`config.mk`:
```
export PLATFORM = sky130hd
export DESIGN_NAME = oc_widen
export DESIGN_NICKNAME = d
export VERILOG_FILES = /design/src/rtl/oc_widen.sv
export SDC_FILE = /design/constraint.sdc
export NUM_CORES = 1
export LEC_CHECK = 0
export BUFFER_PORTS_ARGS = -buffer_cell sky130_fd_sc_hd__buf_4
export CORE_MARGIN = 8
export CORE_UTILIZATION = 40
export CTS_CLUSTER_DIAMETER = 200
export DETAILED_ROUTE_END_ITERATION = 16
export PLACE_DENSITY = 0.87
export SLEW_MARGIN = 10
export SYNTH_ARGS = -nofsm -noshare
export SYNTH_HDL_FRONTEND = slang
export SYNTH_SLANG_ARGS = --single-unit
export TNS_END_PERCENT = 20
```
`constraint.sdc`:
```
create_clock -name clk -period 3.8 [get_ports clk]
set_input_delay 0.57 -clock clk [delete_from_list [all_inputs] [get_ports clk]]
set_output_delay 0.57 -clock clk [all_outputs]
set_load 0.01 [all_outputs]
```
`src/rtl/oc_widen.sv`:
```
module oc_widen #(
  parameter int IN_W     = 32,
  parameter int SAMPLE_W = 12,
  parameter int OUT_W    = 32
) (
  input  logic             clk,
  input  logic             rst,
  input  logic             in_valid,
  output logic             in_ready,
  input  logic [IN_W-1:0]  in_word,
  output logic             out_valid,
  input  logic             out_ready,
  output logic [OUT_W-1:0] out_data
);
  localparam int EXT_W = OUT_W - SAMPLE_W;

  logic [SAMPLE_W-1:0] sample;
  logic                neg;
  logic [OUT_W-1:0]    widened;
  logic [OUT_W-1:0]    result;
  logic                take;
  logic                unused_hi;

  assign sample    = in_word[SAMPLE_W-1:0];
  assign unused_hi = ^in_word[IN_W-1:SAMPLE_W];
  assign neg       = sample[SAMPLE_W-1];
  assign widened   = {{EXT_W{neg}}, sample};
  assign result    = widened + {{(OUT_W-1){1'b0}}, neg};

  assign in_ready  = !out_valid || out_ready;
  assign take      = in_valid && in_ready;

  always_ff @(posedge clk) begin
    if (rst) begin
      out_valid <= 1'b0;
    end else if (take) begin
      out_valid <= 1'b1;
    end else if (out_ready) begin
      out_valid <= 1'b0;
    end
  end

  always_ff @(posedge clk) begin
    if (take) out_data <= result;
  end
endmodule

```
==> out/qor.yml, run 1 <==
status: "finished, final reports clean"
drtPass1Iterations: 2
setup_viol: 0
synth_edf_count: 13
final_area_sq_mm: 0.00111
final_max_slew_viol_count: 0
critPathRequiredTime_ps: 3230
syn_avg_cell_area_sq_um: 12.3
ctsHoldBuffers: 0
syn_area_sq_um: 822
vdd_drop_max_uv: 199
r2r_setup_slack_ps: 2480
pwr-share-clk_pct: 24.4
fin_ws_ps: 2050
cap_violations: 0
path_cells: "buf_4"
post-synth-top-count-cell: "buf_4"
crit_buf_inv: 1
grt_pass1_wl_um: 2690
synth_top_area_share_pct: 47.5
reg2reg_depth: 2
hold_viol: 0
globalplace.congestion: 0.718
cts-resized-gates: 0
drtIter0Drc: 9
grt_max_degree: 21
arrival_ps: 1180
synth_common_cells: "buf_4, edfxtp_1, xor2_1"
io_pins: 70
synthArstFlopShare_pct: 0
cp.depth: 1
wl_per_cell_um: 14.3
crit_family: "flip-flops"
max_slew_margin_pct: 60.0
rr_endpoint: "out_data[1]$_DFFE_PP_"
slowest_stage: "edfxtp_1"
tns_ps: 0
root_buffer: "clkbuf_4"
grt_antenna_before_repair: 0
ys_ff_latch: 14
row_count: 16
final.setup_skew_ps: 1.88
ant_nets: 0
die_h_um: 61.3
p_per_area_mw_per_mm2: 317
synthFlopType: "edfxtp_1"
synth_cells: 67
core_area_sq_mm: 0.00194
pre_cts_ws_ps: 1970
reg2reg_from: "out_valid$_SDFFE_PP0P_"
switching_share_pct: 25.0
io_buffer_count: 49
combPwrFrac_pct: 22.6
p_leak_uw: 0.000491
hpwl_um: 1600
cp_max_fo: 20
crit_path_start_kind: "flop"
p_switching_uw: 87.9
die_w_um: 61.3
crit_type: "flop to output pin"
hold_end: "out_valid$_SDFFE_PP0P_"
routed_wl_um: 1830
endpoint_kind: "output pin"
hp-start: "rst"
post_dp_cell_area_sq_mm: 0.00108
area_growth_pct: 34.7
fill_cells: 169
clock.fmax_mhz: 571
antenna_cells: 0
clk_latency_ps: 270
final_nets: 140
synthTopCellsByArea: "edfxtp_1, buf_4, xor2_1"
max_stage_delay_ps: 680
clkTransAtPathRegs_ps: 80
synth.distinct_cells: 20
via_per_inst: 4.58
vias: 586
htree_levels: 1
die-area_sq_mm: 0.00376
start_util_pct: 42.3
first_global_vias: 620
cts_setup_buffers: 0
synth_warnings: 0
internal_power_uw: 263
fin_hold_ws_ps: 442
ys_seq_area_share_pct: 49.9
cts_num_sinks: 14
post-route-period-util_pct: 46.1
track_usage_pct: 9.73
p_seq_share_pct: 53.0
hold_depth: 2
drive_gt1_share_pct: 58.4
min_period_ps: 1750
drc_errors: 0
worst_hold_path_type: "input port to flop"
worstMarginPinSlew_ps: 600
cts_tree: "done"
rsz0062_at_grt: "no"
cts_buffer_depth: 2
syn_nets: 105
gr-total-overflow: 0
cts_made_buffers: 3
synth_top_cell_by_area: "edfxtp_1"
stage by stage:
step           utilization, %  total power [uW]  std cells
3_5_place_dp             55.7               271        124
5_1_grt                  57.0               367        128
6_report                 57.0               351        128
3_3_place_gp             55.7               268        124
2_1_floorplan               -               231         67
4_1_cts                  57.0               357        128
per-layer routing:
metal	routed length [um]	share of wire, %	up-vias	GRT usage [%]
met5	0	0	-	0
met4	0	0	0	3.90
met3	314	17	0	4.18
met2	1020	56	33	20.1
met1	494	27	274	7.42
li1	-	-	279	-
layout by cell type (no fill, tap or decap):
cell / n
buf_4: 49
edfxtp_1: 13
clkbuf_1: 1
o31a_1: 1
xnor2_1: 4
xor2_1: 6
nand4_2: 1
clkbuf_4: 3
dfxtp_1: 1
and3_1: 1
nor2_1: 2
inv_1: 3
nand4_1: 1
nor3_2: 4
a21oi_1: 1
ha_1: 2
nand2_1: 1
nand3_2: 1
nand3_4: 1
nand2b_1: 1
nand3_1: 3
and2_1: 1
worst max-delay path by stage:
stage | from | to | slack, ps
after global placement | in_word[11] | out_data[6]$_DFFE_PP_ | 2020
after global routing | out_data[30]$_DFFE_PP_ | out_data[18] | 1920
after CTS | out_data[30]$_DFFE_PP_ | out_data[18] | 2000
final | out_data[30]$_DFFE_PP_ | out_data[18] | 2050
after floorplan | in_word[0] | out_data[6]$_DFFE_PP_ | 2180
after detailed placement | in_word[11] | out_data[6]$_DFFE_PP_ | 1970
kinds of logic (layout without fill, tap and decap cells):
group	Yosys count	count (layout)	share of synthesized area (%)
xor gates and xnor gates	10	10	10.7
buffers and inverters	22	56	18.7
and+or+nand+nor	17	17	16.0
DFF	14	14	49.9
adders and majority gates	2	2	3.04
AOI/OAI and AO/OA	2	2	1.67
sequential cells by signal, indices dropped and copies added, names as in the netlist:
signal / count
out_valid: 1
out_data: 13
layout make-up:
type / count / area (sq um) / share of cell area (%)
inverter: 3 / 11.3 / 1.02
timing repair buffer: 49 / 368 / 33.2
multi-input combinational: 31 / 258 / 23.3
tap: 27 / 33.8 / 3.05
sequential: 14 / 410 / 37.1
clock buffer: 4 / 26.3 / 2.37
power groups by stage:
stage | Clock (uW) | Combinational, uW | Sequential (uW)
2_1_floorplan | 0 | 36.9 | 194
6_report | 85.6 | 79.5 | 186
3_3_place_gp | 0 | 78.6 | 189
3_5_place_dp | 0 | 80.9 | 190
5_1_grt | 94.2 | 85.0 | 188
4_1_cts | 90.1 | 81.0 | 186
No activity file was read; power rests on OpenSTA's default activity.
==> inputs of run 2 (changes only) <==
Settings changed: CORE_UTILIZATION 40 to 37, PLACE_DENSITY 0.87 to 0.82.
Clock period 3.8 ns to 1.7 ns, I/O delays scaled along.
==> run 2 against run 1 <==
  * Clock-buffer cell count down 1
  * Clock power up 120%
  * Sequential power up 120%
  * Largest cell class unchanged
  * Die area up 6.0%
  * Sequential cell count unchanged
  * Non-clock buffer count up 1
  * Setup slack worse by 1800 ps
  * Combinational power up 130%
  * Cell count up 1.6%
  * Total power up 120%
  * Final area up 0.79%
  * Utilization down 5.1 points
==> out/qor.yml, run 2 (synthesized netlist as in run 1, its figures left out) <==
grt_antenna_before_repair: 0  # unchanged
critPathRequiredTime_ps: 1440  # -1790 ps
endpoint_kind: "output pin"
combPwrFrac_pct: 22.8  # +0.2 points
mostFrequentLayoutCell: "buf_4"
io_buffer_count: 49  # unchanged
path_cells: "buf_4"
final.setup_skew_ps: 0.416  # -1.46 ps
pwr-share-clk_pct: 24.5  # about the same
tns_ps: 0  # unchanged
die-area_sq_mm: 0.00399  # +6.0%
cts_buffer_depth: 2  # unchanged
p_per_area_mw_per_mm2: 705  # +120%
grt_pass1_wl_um: 2870  # +6.7%
final_max_slew_viol_count: 0  # unchanged
cts_made_buffers: 3  # unchanged
hold_viol: 0  # unchanged
drc_errors: 0  # unchanged
worst_hold_path_type: "input port to flop"
final_area_sq_mm: 0.00112  # +0.79%
die_w_um: 63.1  # +2.9%
internal_power_uw: 584  # +120%
placed_cells: 126  # +1.6%
cts-resized-gates: 0  # unchanged
vdd_drop_max_uv: 363  # +82%
arrival_ps: 1180  # about the same
rsz0062_at_grt: "no"
crit_type: "flop to output pin"
post-route-period-util_pct: 84.7
io_pins: 70  # unchanged
max_stage_delay_ps: 680  # about the same
routed_wl_um: 1760  # -3.6%
switching_share_pct: 25.8  # +0.72 points
antenna_cells: 0  # unchanged
p_leak_uw: 0.000496  # +1.1%
cts_num_sinks: 14  # unchanged
clock.fmax_mhz: 695
vias: 574  # -2.0%
root_buffer: "clkbuf_4"
crit_buf_inv: 1  # unchanged
crit_path_start_kind: "flop"
clkTransAtPathRegs_ps: 80  # about the same
status: "finished, final reports clean"
min_period_ps: 1440
worstMarginPinSlew_ps: 523  # -76.8 ps
reg.largest.list: "out_data x13, out_valid x1"
drive_gt1_share_pct: 58.8  # +0.41 points
via_per_inst: 4.42  # -3.6%
die_h_um: 63.1  # +2.9%
cts_setup_buffers: 0  # unchanged
track_usage_pct: 9.12  # -0.61 points
top_register: "out_data"
first_global_vias: 611  # -1.5%
final_nets: 141  # +0.71%
start_util_pct: 38.3  # -4.1 points
core_area_sq_mm: 0.00215  # +11%
final_cell_mix: "buf_4, edfxtp_1, xor2_1, nor3_2, xnor2_1"
post_dp_cell_area_sq_mm: 0.00109  # +0.81%
slowest_stage: "edfxtp_1"
setup_viol: 0  # unchanged
max_slew_margin_pct: 65.1  # +5.1 points
area_growth_pct: 35.8
finalNonFillerCells: 130  # +1.6%
hpwl_um: 1540  # -3.6%
htree_levels: 1  # unchanged
p_switching_uw: 203  # +130%
cts_tree: "done"
gr-total-overflow: 0  # unchanged
cap_violations: 0  # unchanged
ctsHoldBuffers: 0  # unchanged
cp_max_fo: 20  # unchanged
drtIter0Drc: 12  # +3
globalplace.congestion: 0.788  # +9.8%
clk_latency_ps: 280  # about the same
ant_nets: 0  # unchanged
largest_reg_flops: 13  # unchanged
row_count: 17  # +1
grt_max_degree: 21  # unchanged
drtPass1Iterations: 3  # +1
p_seq_share_pct: 52.8  # -0.2 points
crit_family: "flip-flops"
wl_per_cell_um: 13.5  # -5.1%
-- run 2: cell count changes in the layout (fill, tap and decap cells not counted) --
| cell | previous run | this run |
|---|---|---|
| buf_4 | 49 | 50 |
| clkbuf_1 | 1 | 0 |
| clkinv_1 | 0 | 1 |
-- run 2: area by class of cell --
| class | count | area (sq um) |
|---|---|---|
| well taps | 28 | 35.0 |
| fillers | 185 | 1030 |
| repair buffers | 50 | 375 |
| clock inverters | 1 | 3.75 |
| inverters | 3 | 11.3 |
| flip-flops and latches | 14 | 410 |
| clock buffers | 3 | 22.5 |
| multi-input cells | 31 | 258 |
-- run 2: path summary, 6_finish.rpt --
| kind | end | slack (ps) | start | cells past startpoint |
|---|---|---|---|---|
| setup / recovery | out_data[21] | 260 | out_data[30]$_DFFE_PP_ | 1 |
| hold / removal | out_valid$_SDFFE_PP0P_ | 110 | rst | 2 |
| setup reg to reg | out_data[1]$_DFFE_PP_ | 670 | out_valid$_SDFFE_PP0P_ | 3 |
| hold reg to reg | out_valid$_SDFFE_PP0P_ | 520 | out_valid$_SDFFE_PP0P_ | 2 |
-- run 2: power groups by stage --
stage	Clock, uW	Combinational (uW)	Sequential (uW)
floorplan	0	82.5	434
global placement	0	178	422
detailed placement	0	182	424
CTS	200	182	416
global route	220	195	418
finish	192	179	415
-- run 2: layer usage --
metal / vias up / wire length [um] / share of wire (%) / GRT usage (%)
met5: - / 0 / 0 / 0
met4: 0 / 43 / 2.4 / 5.98
met3: 5 / 297 / 17 / 5.65
met2: 36 / 863 / 49 / 15.6
met1: 253 / 555 / 32 / 7.70
li1: 280 / - / - / -
-- run 2: through the flow --
stage                     hold slack, ps  power [uW]  utilization [%]  setup WS, ps
after floorplan                      324         517                -           395
after global placement               408         601             50.7           226
after detailed placement             411         606             50.7           194
after CTS                            109         798             52.0           223
after global routing                96.4         832             52.0           159
final                                115         787             52.0           261
